## src/rtl/nbc_pkg.sv

```systemverilog
package nbc_pkg;
    localparam int DATA_W = 8;
    localparam int ADDR_W = 3;
    localparam int TIME_W = 4;

    localparam logic [ADDR_W-1:0] A_CTRL   = 3'd0;
    localparam logic [ADDR_W-1:0] A_DATA   = 3'd1;
    localparam logic [ADDR_W-1:0] A_TIMING = 3'd2;
    localparam logic [ADDR_W-1:0] A_STATUS = 3'd3;
    localparam logic [ADDR_W-1:0] A_RESET  = 3'd4;

    localparam int B_CLE = 0;
    localparam int B_ALE = 1;
    localparam int B_CS  = 2;
    localparam int B_PEN = 3;
    localparam int B_ECC = 4;
    localparam int B_SEP = 6;

    localparam logic [DATA_W-1:0] CTRL_MASK    = 8'h7F;
    localparam logic [DATA_W-1:0] CTRL_DEFAULT = 8'h00;
    localparam logic [DATA_W-1:0] TIME_DEFAULT = 8'hFF;

    typedef enum logic [1:0] {
        ECC_OFF   = 2'b00,
        ECC_RESET = 2'b01,
        ECC_ACCUM = 2'b10,
        ECC_READ  = 2'b11
    } ecc_mode_e;

    typedef enum logic [1:0] {
        ST_IDLE,
        ST_STROBE,
        ST_HOLD
    } strobe_state_e;
endpackage

```

## src/rtl/nbc_regs.sv

```systemverilog
module nbc_regs
    import nbc_pkg::*;
(
    input  logic              clk,
    input  logic              rst_n,
    input  logic              soft_clr,
    input  logic              wr_en,
    input  logic [ADDR_W-1:0] addr,
    input  logic [DATA_W-1:0] wdata,
    output logic [DATA_W-1:0] ctrl_q,
    output logic [DATA_W-1:0] timing_q
);
    always_ff @(posedge clk or negedge rst_n) begin
        if (!rst_n) begin
            ctrl_q   <= CTRL_DEFAULT;
            timing_q <= TIME_DEFAULT;
        end else if (soft_clr) begin
            ctrl_q   <= CTRL_DEFAULT;
            timing_q <= TIME_DEFAULT;
        end else if (wr_en) begin
            if (addr == A_CTRL)   ctrl_q   <= wdata & CTRL_MASK;
            if (addr == A_TIMING) timing_q <= wdata;
        end
    end

    AST_SOFT_DEFAULTS: assert property (@(posedge clk) disable iff (!rst_n)
        $fell(soft_clr) |-> (ctrl_q == CTRL_DEFAULT && timing_q == TIME_DEFAULT));

    AST_RESERVED_ZERO: assert property (@(posedge clk) disable iff (!rst_n)
        (ctrl_q & ~CTRL_MASK) == '0);
endmodule

```

## src/rtl/nbc_reset_seq.sv

```systemverilog
module nbc_reset_seq #(
    parameter int RST_CYCLES = 4
) (
    input  logic clk,
    input  logic rst_n,
    input  logic trigger,
    output logic active
);
    localparam int CW = (RST_CYCLES > 1) ? $clog2(RST_CYCLES) : 1;

    logic [CW-1:0] cnt_q;

    always_ff @(posedge clk or negedge rst_n) begin
        if (!rst_n) begin
            active <= 1'b0;
            cnt_q  <= '0;
        end else if (!active) begin
            if (trigger) begin
                active <= 1'b1;
                cnt_q  <= CW'(RST_CYCLES - 1);
            end
        end else if (cnt_q == '0) begin
            active <= 1'b0;
        end else begin
            cnt_q <= cnt_q - 1'b1;
        end
    end
endmodule

```

## src/rtl/nbc_strobe_fsm.sv

```systemverilog
module nbc_strobe_fsm
    import nbc_pkg::*;
(
    input  logic              clk,
    input  logic              rst_n,
    input  logic              abort,
    input  logic              start_wr,
    input  logic              start_rd,
    input  logic [DATA_W-1:0] wdata,
    input  logic [TIME_W-1:0] pw,
    input  logic [TIME_W-1:0] hold,
    input  logic [DATA_W-1:0] dq_in,
    output logic              idle,
    output logic              we_n,
    output logic              re_n,
    output logic [DATA_W-1:0] dq_out,
    output logic              dq_oe,
    output logic              sample_done,
    output logic [DATA_W-1:0] rd_data
);
    strobe_state_e     state_q, state_d;
    logic [TIME_W-1:0] cnt_q, cnt_d;
    logic [TIME_W-1:0] hold_q, hold_d;
    logic [TIME_W-1:0] pw_q, pw_d;
    logic              is_rd_q, is_rd_d;
    logic [DATA_W-1:0] dout_q, dout_d;

    always_comb begin
        state_d = state_q;
        cnt_d   = cnt_q;
        hold_d  = hold_q;
        pw_d    = pw_q;
        is_rd_d = is_rd_q;
        dout_d  = dout_q;
        if (abort) begin
            state_d = ST_IDLE;
        end else begin
            unique case (state_q)
                ST_IDLE: begin
                    if (start_wr || start_rd) begin
                        state_d = ST_STROBE;
                        cnt_d   = pw;
                        pw_d    = pw;
                        hold_d  = hold;
                        is_rd_d = start_rd;
                        if (start_wr) dout_d = wdata;
                    end
                end
                ST_STROBE: begin
                    if (cnt_q == '0) begin
                        if (hold_q == '0) begin
                            state_d = ST_IDLE;
                        end else begin
                            state_d = ST_HOLD;
                            cnt_d   = hold_q - 1'b1;
                        end
                    end else begin
                        cnt_d = cnt_q - 1'b1;
                    end
                end
                ST_HOLD: begin
                    if (cnt_q == '0) state_d = ST_IDLE;
                    else             cnt_d   = cnt_q - 1'b1;
                end
                default: state_d = ST_IDLE;
            endcase
        end
    end

    always_ff @(posedge clk or negedge rst_n) begin
        if (!rst_n) begin
            state_q <= ST_IDLE;
            cnt_q   <= '0;
            hold_q  <= '0;
            pw_q    <= '0;
            is_rd_q <= 1'b0;
            dout_q  <= '0;
            rd_data <= '0;
        end else begin
            state_q <= state_d;
            cnt_q   <= cnt_d;
            hold_q  <= hold_d;
            pw_q    <= pw_d;
            is_rd_q <= is_rd_d;
            dout_q  <= dout_d;
            if (sample_done) rd_data <= dq_in;
        end
    end

    always_comb begin
        idle        = (state_q == ST_IDLE);
        we_n        = !(state_q == ST_STROBE && !is_rd_q);
        re_n        = !(state_q == ST_STROBE && is_rd_q);
        dq_oe       = (state_q != ST_IDLE) && !is_rd_q;
        dq_out      = dout_q;
        sample_done = (state_q == ST_STROBE) && is_rd_q && (cnt_q == '0) && !abort;
    end

    logic [TIME_W:0] len_q;
    always_ff @(posedge clk or negedge rst_n) begin
        if (!rst_n)                  len_q <= '0;
        else if (state_q == ST_STROBE) len_q <= len_q + 1'b1;
        else                         len_q <= '0;
    end

    AST_STROBE_LEN: assert property (@(posedge clk) disable iff (!rst_n)
        (state_q == ST_STROBE && state_d != ST_STROBE && !abort)
            |-> (len_q == {1'b0, pw_q}));

    AST_WDATA_STABLE: assert property (@(posedge clk) disable iff (!rst_n)
        (dq_oe && $past(dq_oe)) |-> $stable(dq_out));
endmodule

```

## src/rtl/nand_bus_ctrl.sv

```systemverilog
module nand_bus_ctrl
    import nbc_pkg::*;
#(
    parameter int RST_CYCLES = 4
) (
    input  logic              clk,
    input  logic              rst_n,
    input  logic              bus_sel,
    input  logic              bus_wr,
    input  logic [ADDR_W-1:0] bus_addr,
    input  logic [DATA_W-1:0] bus_wdata,
    output logic [DATA_W-1:0] bus_rdata,
    output logic              bus_ready,
    output logic              nf_cle,
    output logic              nf_ale,
    output logic              nf_ce_n,
    output logic              nf_we_n,
    output logic              nf_re_n,
    output logic              nf_wp_n,
    output logic [DATA_W-1:0] nf_dq_out,
    output logic              nf_dq_oe,
    input  logic [DATA_W-1:0] nf_dq_in,
    input  logic              nf_rb_n,
    output logic [1:0]        ecc_mode,
    output logic              bus_sep
);
    logic [DATA_W-1:0] ctrl_q, timing_q, rd_buf;
    logic              rst_active, fsm_idle, sample_done;
    logic              rd_pend_q, rd_valid_q;
    logic              is_data, wr_accept, rd_issue, rd_ack, reg_wr, rst_trig;

    always_comb begin
        is_data   = bus_sel && (bus_addr == A_DATA);
        wr_accept = is_data && bus_wr && fsm_idle && !rst_active;
        rd_issue  = is_data && !bus_wr && fsm_idle && !rd_pend_q && !rd_valid_q && !rst_active;
        rd_ack    = is_data && !bus_wr && rd_valid_q;
        reg_wr    = bus_sel && bus_wr && !rst_active && (bus_addr != A_DATA);
        rst_trig  = reg_wr && (bus_addr == A_RESET) && bus_wdata[0];
        if (!is_data)    bus_ready = 1'b1;
        else if (bus_wr) bus_ready = fsm_idle && !rst_active;
        else             bus_ready = rd_valid_q;
    end

    always_comb begin
        unique case (bus_addr)
            A_CTRL:   bus_rdata = ctrl_q;
            A_DATA:   bus_rdata = rd_buf;
            A_TIMING: bus_rdata = timing_q;
            A_STATUS: bus_rdata = {{(DATA_W-1){1'b0}}, !nf_rb_n};
            A_RESET:  bus_rdata = {{(DATA_W-1){1'b0}}, rst_active};
            default:  bus_rdata = '0;
        endcase
    end

    always_ff @(posedge clk or negedge rst_n) begin
        if (!rst_n) begin
            rd_pend_q  <= 1'b0;
            rd_valid_q <= 1'b0;
        end else if (rst_active) begin
            rd_pend_q  <= 1'b0;
            rd_valid_q <= 1'b0;
        end else begin
            if (rd_issue)         rd_pend_q <= 1'b1;
            else if (sample_done) rd_pend_q <= 1'b0;
            if (sample_done)      rd_valid_q <= 1'b1;
            else if (rd_ack)      rd_valid_q <= 1'b0;
        end
    end

    nbc_regs u_regs (
        .clk      (clk),
        .rst_n    (rst_n),
        .soft_clr (rst_active),
        .wr_en    (reg_wr),
        .addr     (bus_addr),
        .wdata    (bus_wdata),
        .ctrl_q   (ctrl_q),
        .timing_q (timing_q)
    );

    nbc_reset_seq #(.RST_CYCLES(RST_CYCLES)) u_rst (
        .clk     (clk),
        .rst_n   (rst_n),
        .trigger (rst_trig),
        .active  (rst_active)
    );

    nbc_strobe_fsm u_fsm (
        .clk         (clk),
        .rst_n       (rst_n),
        .abort       (rst_active),
        .start_wr    (wr_accept),
        .start_rd    (rd_issue),
        .wdata       (bus_wdata),
        .pw          (timing_q[TIME_W-1:0]),
        .hold        (timing_q[2*TIME_W-1:TIME_W]),
        .dq_in       (nf_dq_in),
        .idle        (fsm_idle),
        .we_n        (nf_we_n),
        .re_n        (nf_re_n),
        .dq_out      (nf_dq_out),
        .dq_oe       (nf_dq_oe),
        .sample_done (sample_done),
        .rd_data     (rd_buf)
    );

    always_comb begin
        nf_cle   = ctrl_q[B_CLE];
        nf_ale   = ctrl_q[B_ALE];
        nf_ce_n  = !ctrl_q[B_CS];
        nf_wp_n  = ctrl_q[B_PEN];
        ecc_mode = ctrl_q[B_ECC+1:B_ECC];
        bus_sep  = ctrl_q[B_SEP];
    end

    AST_STROBE_EXCL: assert property (@(posedge clk) disable iff (!rst_n)
        !(!nf_we_n && !nf_re_n));

    AST_RD_AFTER_STROBE: assert property (@(posedge clk) disable iff (!rst_n)
        $rose(rd_valid_q) |-> $past(!nf_re_n));

    AST_NO_STROBE_IN_RESET: assert property (@(posedge clk) disable iff (!rst_n)
        (rst_active && $past(rst_active)) |-> (nf_we_n && nf_re_n));
endmodule

```

## config.mk

```make
export PLATFORM = sky130hd
export DESIGN_NAME = nand_bus_ctrl
export DESIGN_NICKNAME = d
export VERILOG_FILES = /design/src/rtl/nbc_pkg.sv /design/src/rtl/nbc_regs.sv /design/src/rtl/nbc_reset_seq.sv /design/src/rtl/nbc_strobe_fsm.sv /design/src/rtl/nand_bus_ctrl.sv
export SDC_FILE = /design/constraint.sdc
export NUM_CORES = 1
export LEC_CHECK = 0
export ABC_AREA = 1
export BUFFER_PORTS_ARGS = -buffer_cell sky130_fd_sc_hd__buf_2
export CORE_ASPECT_RATIO = 1.1
export CORE_MARGIN = 8
export CORE_UTILIZATION = 33
export DETAILED_ROUTE_END_ITERATION = 6
export GPL_ROUTABILITY_DRIVEN = 0
export PLACE_DENSITY = 0.54
export SETUP_SLACK_MARGIN = 0.5
export SLEW_MARGIN = 20
export SYNTH_ARGS = -nofsm -noshare
export SYNTH_HDL_FRONTEND = slang
export SYNTH_SLANG_ARGS = --single-unit
```

## constraint.sdc

```tcl
create_clock -name clk -period 3.62 [get_ports clk]
set_input_delay 0.724 -clock clk [delete_from_list [all_inputs] [get_ports clk]]
set_output_delay 0.724 -clock clk [all_outputs]
set_load 0.03 [all_outputs]
```

-- Word level (Yosys, flattened, before mapping)
Cells that the tools add are included.
Widths: inputs -> output; s select.
- $add $sub $neg: 3
- multipliers: 0
- div/mod/pow operators: 0
- order comparisons: 0
- equality and inequality tests: 14
- shift operators: 0
- mux-type cells: 32
- bitwise logic cells: 1
- reduce and logical (&&, ||, !) cells: 51
- operators by type and width (cell ; number):
    $mux 8 ; 6
    $pmux 8 s5 ; 1
    $logic_and 1x1->1 ; 21
    $mux 2 ; 8
    $mux 4 ; 4
    $pmux 4 s3 ; 1
    $mux 1 ; 11
    $reduce_bool 2->1 ; 5
    $logic_not 1->1 ; 9
    $reduce_bool 3->1 ; 3
    $logic_not 4->1 ; 2
    $sub 4x1->4 const B ; 2
    $eq 3x2->1 const B ; 2
    $ne 3x1->1 const B ; 2
    $ne 3x2->1 const B ; 2
    $pmux 2 s3 ; 1
    $reduce_and 2->1 ; 3
    $reduce_and 3->1 ; 2
    $reduce_and 5->1 ; 1
    $logic_not 2->1 ; 2
    $ne 2x2->1 const B ; 2
    $reduce_and 4->1 ; 1
    $eq 3x1->1 const B ; 1
    $eq 3x3->1 const B ; 1
    8 further kinds ; 8
- register bits: 48
- bits in latches: 0
- bits in writable memories: 0
- memory bits (read-only): 0
- input port bits: 24
- output and inout port bits: 27
- memories: 0

-- Depth between registers and ports, before layout
Gate-level depths: netlist (run 1).
- depth after elaboration: 11
- mapped depth: 11
- gate-level depth less buffers: 11

-- Hierarchy
Synthesis (run 1) repeated with hierarchy kept, for this count alone.
- cell total of the unflattened synthesis: 366
- area total of the unflattened synthesis: 2746.4 µm²
- modules (own cells, without submodules) (module ; times used ; cells an instance ; area each (µm²) ; seq. area each (µm²)):
    nbc_strobe_fsm ; 1 ; 195 ; 1472.7 ; 675.6
    nbc_regs ; 1 ; 81 ; 757.0 ; 385.4
    nand_bus_ctrl ; 1 ; 68 ; 354.1 ; 50.0
    nbc_reset_seq ; 1 ; 22 ; 162.7 ; 75.1

-- Worst setup path after synthesis (run 1)
Ideal clock, no wire load.
- path kind: input to output
- from: in bus_addr[0]
- to: out bus_rdata[7]
- arrival: 1.724 ns
- required time: 2.896 ns
- setup slack: 1.172 ns
- stages on the path: 3
- buffers on the path: 0
- path through: nor3_2 > inv_2 > o21ai_0
- longest elaborated chain between the ends: 2
- RTL lines (element ; line ; source):
    from (decl) ; nand_bus_ctrl.sv:10 ; input logic [ADDR_W-1:0] bus_addr,
    $eq 3x3->1 (tied with other cells) ; nand_bus_ctrl.sv:45 ; unique case (bus_addr)
    $pmux 8 s5 (*) ; nand_bus_ctrl.sv:45 ;
    to (decl) ; nand_bus_ctrl.sv:12 ; output logic [DATA_W-1:0] bus_rdata,
Mark *: on every way between the ends. The rest lies on a longest branch, timed or not.

-- Worst setup path after layout (run 1)
- from: reg u_rst.active
- to: out bus_rdata[0]
- longest elaborated chain between the ends: 1
- RTL lines (element ; line ; source):
    from (decl) ; nbc_reset_seq.sv:7 ; output logic active
    from (signal assigned) ; nbc_reset_seq.sv:15 ; active <= 1'b0;
    from (signal assigned) ; nbc_reset_seq.sv:19 ; active <= 1'b1;
    from (signal assigned) ; nbc_reset_seq.sv:23 ; active <= 1'b0;
    $pmux 8 s5 ; nand_bus_ctrl.sv:45 ;
No other way between the ends.

==> results of run 1 <==
-- power by group --
group	switching [W]	leakage [nW]	internal [W]	total, W
sequential	0.000171	0.570	0.000798	0.000969
combinational	0.000815	0.879	0.000437	0.00125
clock	0.000188	0.0474	0.000156	0.000345
-- routing by layer --
layer  vias up  share of wire [%]  global-route usage [%]
li1       1066                  -                       -
met1      1021                 43                    14.6
met2        54                 50                    23.2
met3         9                5.0                    3.32
met4         0                1.4                    4.32
met5         -                  0                       0
-- worst register-to-register path, stage by stage (launching register included) --
cell	delay [ns]
dfrtp_1	0.55
inv_2	0.41
nand3_1	0.23
o21ai_4	0.38
o21ai_0	0.19
o21ai_1	0.12
-- final cells by class --
class                   instances  area (sq um)
clock buffers                   6          82.6
clock inverters                 2          16.3
fillers                       821          4750
inverters                      45           170
multi-input cells             197          1190
flip-flops and latches         47          1190
well taps                     108           135
repair buffers                 50           253
-- sequential cells by signal, indices dropped and copies added (netlist names) --
register         cells
u_fsm.state_q        2
u_rst.active         1
rd_valid_q           1
u_fsm.dq_out         8
u_rst.cnt_q          2
u_fsm.is_rd_q        1
u_fsm.rd_data        8
u_regs.timing_q      8
rd_pend_q            1
u_fsm.cnt_q          4
u_fsm.hold_q         4
u_regs.ctrl_q        7
-- path summary, 6_finish.rpt --
kind                            slack, ns                             end  cells after the start
max in group asynchronous            2.79    u_regs.ctrl_q[5]$_DFFE_PN0P_                      1
worst max register to register       1.68  u_regs.timing_q[6]$_DFFE_PN1P_                      5
worst min-delay path                 0.42      u_fsm.cnt_q[2]$_DFFE_PN0P_                      1
worst max-delay path                 1.05                    bus_rdata[0]                      5
worst min register to register       0.49      u_fsm.cnt_q[1]$_DFFE_PN0P_                      2
min in group clk                     0.49      u_fsm.cnt_q[1]$_DFFE_PN0P_                      2
-- through the flow --
stage / instance area, sq um / power [W] / util (%)
after floorplan: 2610 / 0.00192 / -
after global routing: 3030 / 0.00280 / 38.9
after detailed placement: 2930 / 0.00225 / 37.6
after global placement: 2930 / 0.00223 / 37.6
final: 3030 / 0.00257 / 38.9
after CTS: 3030 / 0.00260 / 38.9
-- logic make-up (layout without fill, tap and decap cells) --
family / Yosys count / count (layout)
fa+ha+maj: 9 / 9
compound gates: 61 / 61
mux: 8 / 8
xor+xnor: 3 / 3
flops: 47 / 47
simple gates: 116 / 116
buf+inv: 54 / 103
-- synthesized netlist by cell type (2+ instances only) --
cell	number
mux2_2	8
inv_2	5
dfstp_2	8
buf_4	4
o211ai_1	8
o21ai_1	6
ha_1	9
o31ai_1	2
dfrtp_1	39
nand3_4	2
a31oi_1	2
nand3_1	21
buf_6	2
nand4_4	2
inv_1	39
xnor2_1	2
nor3_1	2
nand3_2	2
o21ai_2	2
nand2_1	70
o21ai_0	37
or2_2	2
a21oi_1	2
nor2_1	8
==> impl_metrics.json, run 1 <==
{
  "synth_warnings": 0,
  "grt_max_degree": 48,
  "clock_latency_ns": 0.31,
  "cts_resized": 0,
  "grt_overflow_total": 0,
  "syn2layout_area_growth_pct": 16.2,
  "critical_path_arrival_ns": 1.85,
  "avgSynthCellArea_sq_um": 8.76,
  "syn_area_sq_mm": 0.00261,
  "portBuffers": 50,
  "power_per_cell_area_mw_per_mm2": 846,
  "holdWs_ns": 0.422,
  "clockBufferDepth": 2,
  "async_flop_share_pct": 100,
  "cp.required_ns": 2.90,
  "antenna_cells": 0,
  "remaining_drc_errors": 0,
  "dieHeight_um": 109,
  "p_leak_nw": 1.50,
  "slowest_stage": "dfrtp_1",
  "synth-compound-area-share_pct": 14.1,
  "core-area_sq_mm": 0.00778,
  "num_vias": 2150,
  "hold_viol_final": 0,
  "worst_pin_slew_ns": 0.610,
  "totalWireLength_um": 6640,
  "synthSimpleGateAreaFrac_pct": 22.7,
  "synth_top_family_by_area": "simple AND/OR/NAND/NOR gates",
  "maxSlewViolCount": 0,
  "cp_max_fo": 18,
  "final_cells": 455,
  "synth_seq_cells": 47,
  "initial_core_util_pct": 33.5,
  "synthFlopType": "dfrtp_1",
  "final_cell_mix": "70 x nand2_1, 49 x buf_2, 39 x inv_1, 39 x dfrtp_1, 37 x o21ai_0",
  "setup_ws_ns": 1.05,
  "die_x_um": 101,
  "grt_pass1_wl_um": 11300,
  "worstSetupStartpoint": "u_rst.active$_DFF_PN0_",
  "cpPeakStageDelay_ns": 0.55,
  "fin_skew_ns": 0.00915,
  "reg2reg_from": "u_rst.active$_DFF_PN0_",
  "synth.area.mux_share_pct": 3.45,
  "synthXorXnorAreaFrac_pct": 1.01,
  "clk_pin_slew_worst_paths_ns": 0.09,
  "dieArea_sq_mm": 0.0110,
  "placedCellCount": 447,
  "grt.total_usage_pct": 13.0,
  "synth_cells": 298,
  "tns_ns": 0,
  "cts_tree": "yes",
  "synth_edf_count": 0,
  "viasPerCell": 4.73,
  "firstDrtPassIters": 4,
  "status": "finished, final reports clean",
  "drt_iter0_drc": 102,
  "synth-seq-area-share_pct": 45.4,
  "nets": 379,
  "place_hpwl_um": 5110,
  "layout-drive-gt1-share_pct": 28.2,
  "maxCapViolCount": 0,
  "post-cts-setup-buffers": 0,
  "critical_path_class": "flip-flop to primary output",
  "worst_setup_path_end_kind": "primary output",
  "yosys.area.top_type_share_pct": 37.4,
  "crit_family": "buffers and inverters",
  "yosysUniqueCellTypes": 38,
  "final_common_cell": "nand2_1",
  "max_slew_margin_pct": 59.3,
  "layout_min_cycle_time_ns": 2.57,
  "grt_pass1_vias": 2288,
  "setup_viol": 0,
  "detail-route-antenna-nets": 0,
  "place_ws_ns": 1.08,
  "wire_per_inst_um": 14.6,
  "vdd_ir_drop_max_mv": 0.342,
  "row_count": 34,
  "path_buf_inv": 2,
  "ios": 51,
  "antenna_found_initial": 0,
  "layout_worst_path_cycle_share_pct": 71.1,
  "cts_max_level": 2,
  "cts_num_sinks": 47,
  "clock_tree.root_cell": "clkbuf_8",
  "synth_area_leaders": "dfrtp_1 37%, nand2_1 10%, dfstp_2 8.1%, o21ai_0 7.1%, inv_1 5.6%",
  "max_freq_mhz": 388,
  "path_cells": "inv_2, o21ai_0, a21oi_1, o211ai_1, buf_2",
  "startpoint_type": "flip-flop",
  "syn_nets": 331,
  "cts_hold_buffers": 0,
  "cts_inserted_buffers": 5,
  "rsz0062_at_grt": "false",
  "hold_class": "input pin to async pin",
  "synth_adder_area_share_pct": 4.31,
  "synth_area_leader_cell": "dfrtp_1"
}
(Power assumes the default switching activity.)
==> run 2, diff against run 1 <==
==> constraint.sdc (replaced) <==
create_clock -name clk -period 2.5 [get_ports clk]
set_input_delay 0.5 -clock clk [delete_from_list [all_inputs] [get_ports clk]]
set_output_delay 0.5 -clock clk [all_outputs]
set_load 0.03 [all_outputs]
==> impl_metrics.json, run 2 (synthesized netlist as in run 1, its figures left out) <==
{
  "status": "finished, final reports clean",
  "tns_ns": 0,
  "worst_pin_slew_ns": 0.613,
  "cts_inserted_buffers": 5,
  "layout_min_cycle_time_ns": 1.95,
  "die_x_um": 101,
  "switchingPower_w": 0.00172,
  "row_count": 34,
  "power_frac_clock_pct": 14.4,
  "grt_pass1_wl_um": 11200,
  "firstDrtPassIters": 4,
  "cts_num_sinks": 47,
  "grt_overflow_total": 0,
  "p_leak_nw": 1.55,
  "detail-route-antenna-nets": 0,
  "worst_setup_path_end_kind": "primary output",
  "totalWireLength_um": 6710,
  "critical_path_class": "input pin to primary output",
  "cpPeakStageDelay_ns": 0.23,
  "place_hpwl_um": 5130,
  "pwr-share-comb_pct": 50.0,
  "clockBufferDepth": 2,
  "max_slew_margin_pct": 59.1,
  "maxCapViolCount": 0,
  "dieHeight_um": 109,
  "syn2layout_area_growth_pct": 21.4,
  "core-area_sq_mm": 0.00778,
  "seqPwrFrac_pct": 35.6,
  "total_power_w": 0.00391,
  "final_cell_mix": "70 x nand2_1, 44 x buf_2, 38 x dfrtp_1",
  "clock_tree.root_cell": "clkbuf_8",
  "cpMostUsedCell": "buf_2",
  "worstSetupStartpoint": "bus_addr[2]",
  "cts_hold_buffers": 0,
  "remaining_drc_errors": 0,
  "clk_pin_slew_worst_paths_ns": 0.08,
  "path_cells": "buf_2, inv_1, nand3_2, inv_4, nand2_1, o211ai_1, buf_2",
  "switching_share_pct": 43.9,
  "num_vias": 2172,
  "grt_max_degree": 48,
  "antenna_found_initial": 0,
  "layout-drive-gt1-share_pct": 32.4,
  "ios": 51,
  "cp_max_fo": 8,
  "viasPerCell": 4.66,
  "critPathCapture": "bus_rdata[5]",
  "setup_viol": 0,
  "clock_latency_ns": 0.30,
  "max_freq_mhz": 513,
  "dieArea_sq_mm": 0.0110,
  "rrSetupSlack_ns": 0.76,
  "rsz0062_at_grt": "true",
  "hold_viol_final": 0,
  "antenna_cells": 0,
  "r2r-end": "u_fsm.rd_data[7]$_DFFE_PN0P_",
  "cp.required_ns": 2.00,
  "rr_worst_depth": 6,
  "cts_max_level": 2,
  "grt.total_usage_pct": 13.0,
  "fin_skew_ns": 0.0105,
  "wire_per_inst_um": 14.4,
  "initial_core_util_pct": 33.5,
  "final_common_cell": "nand2_1",
  "critical_path_arrival_ns": 1.45,
  "holdWs_ns": 0.290,
  "hold_class": "input pin to async pin",
  "slowest_stage": "buf_2",
  "utilization_pct": 40.7,
  "maxSlewViolCount": 0,
  "drt_iter0_drc": 60,
  "power.internal_w": 0.00220,
  "layout_worst_path_cycle_share_pct": 78.0,
  "vdd_ir_drop_max_mv": 0.519,
  "grt_pass1_vias": 2330,
  "cts_tree": "yes",
  "nets": 390,
  "portBuffers": 50,
  "fill_cells": 807,
  "reg2reg_from": "u_fsm.cnt_q[0]$_DFFE_PN0P_",
  "power_per_cell_area_mw_per_mm2": 1230,
  "startpoint_type": "input pin"
}
-- run 2: cell types whose count changed in the layout (fill, tap and decap cells not counted), moves of 2 or more --
| cell | change |
|---|---|
| buf_4 | +14 |
| buf_2 | -5 |
| inv_1 | -4 |
| clkbuf_4 | +2 |
| ha_1 | -2 |
| inv_2 | +2 |
-- run 2: area by class of cell --
cell class	instances	area (sq um)	area share [%]
tap	108	135	4.26
inverter	45	178	5.61
clock buffer	6	72.6	2.29
timing repair buffer	61	348	11.0
sequential	47	1190	37.5
multi-input combinational	197	1210	38.2
clock inverter	2	37.5	1.18
-- run 2: power groups by stage --
stage	registers (W)	logic [W]	clock network, W
2_1_floorplan	0.00150	0.00128	0
3_3_place_gp	0.00142	0.00182	0
3_5_place_dp	0.00142	0.00184	0
4_1_cts	0.00139	0.00195	0.000581
5_1_grt	0.00145	0.00221	0.000609
6_report	0.00139	0.00196	0.000563
-- run 2: repair_timing --
action,in CTS,in global routing
pin swaps,1,2
hold endpoints to repair,0,0
endpoints found under the setup margin,10,7
buffers inserted,6,2
resized for setup,8,13
-- run 2: per-stage QoR --
stage / cells / instance area [sq um] / setup slack, ns
after floorplan: 298 / 2610 / 0.500
after global placement: 450 / 2950 / 0.410
after detailed placement: 450 / 2950 / 0.409
after CTS: 464 / 3130 / 0.501
after global routing: 466 / 3170 / 0.486
final: 466 / 3170 / 0.551
-- run 2: layer usage --
layer  GRT usage, %  part of all wire (%)  wire [um]
met5              0                     0          0
met4           4.00                   1.2         81
met3           2.68                   4.0        269
met2           23.7                    52       3520
met1           14.7                    42       2840
-- run 2: critical path: cells and delay by family --
kind | cells | cell delay, ns
buffers and inverters | 4 | 0.60
AO/OA/AOI/OAI | 1 | 0.09
AND/OR/NAND/NOR | 2 | 0.25
-- run 2: how the worst min path moves through the flow --
stage / depth (start not counted) / endpoint / startpoint / slack (ns)
final: 2 / u_fsm.cnt_q[3]$_DFFE_PN0P_ / rst_n / 0.29
after global routing: 2 / u_fsm.cnt_q[3]$_DFFE_PN0P_ / rst_n / 0.34
after CTS: 2 / u_fsm.cnt_q[2]$_DFFE_PN0P_ / rst_n / 0.31
after detailed placement: 2 / u_fsm.dq_out[7]$_DFFE_PN0P_ / u_fsm.dq_out[7]$_DFFE_PN0P_ / 0.47
after global placement: 2 / u_fsm.dq_out[7]$_DFFE_PN0P_ / u_fsm.dq_out[7]$_DFFE_PN0P_ / 0.46
after floorplan: 0 / rd_pend_q$_DFFE_PN0P_ / rst_n / 0.20
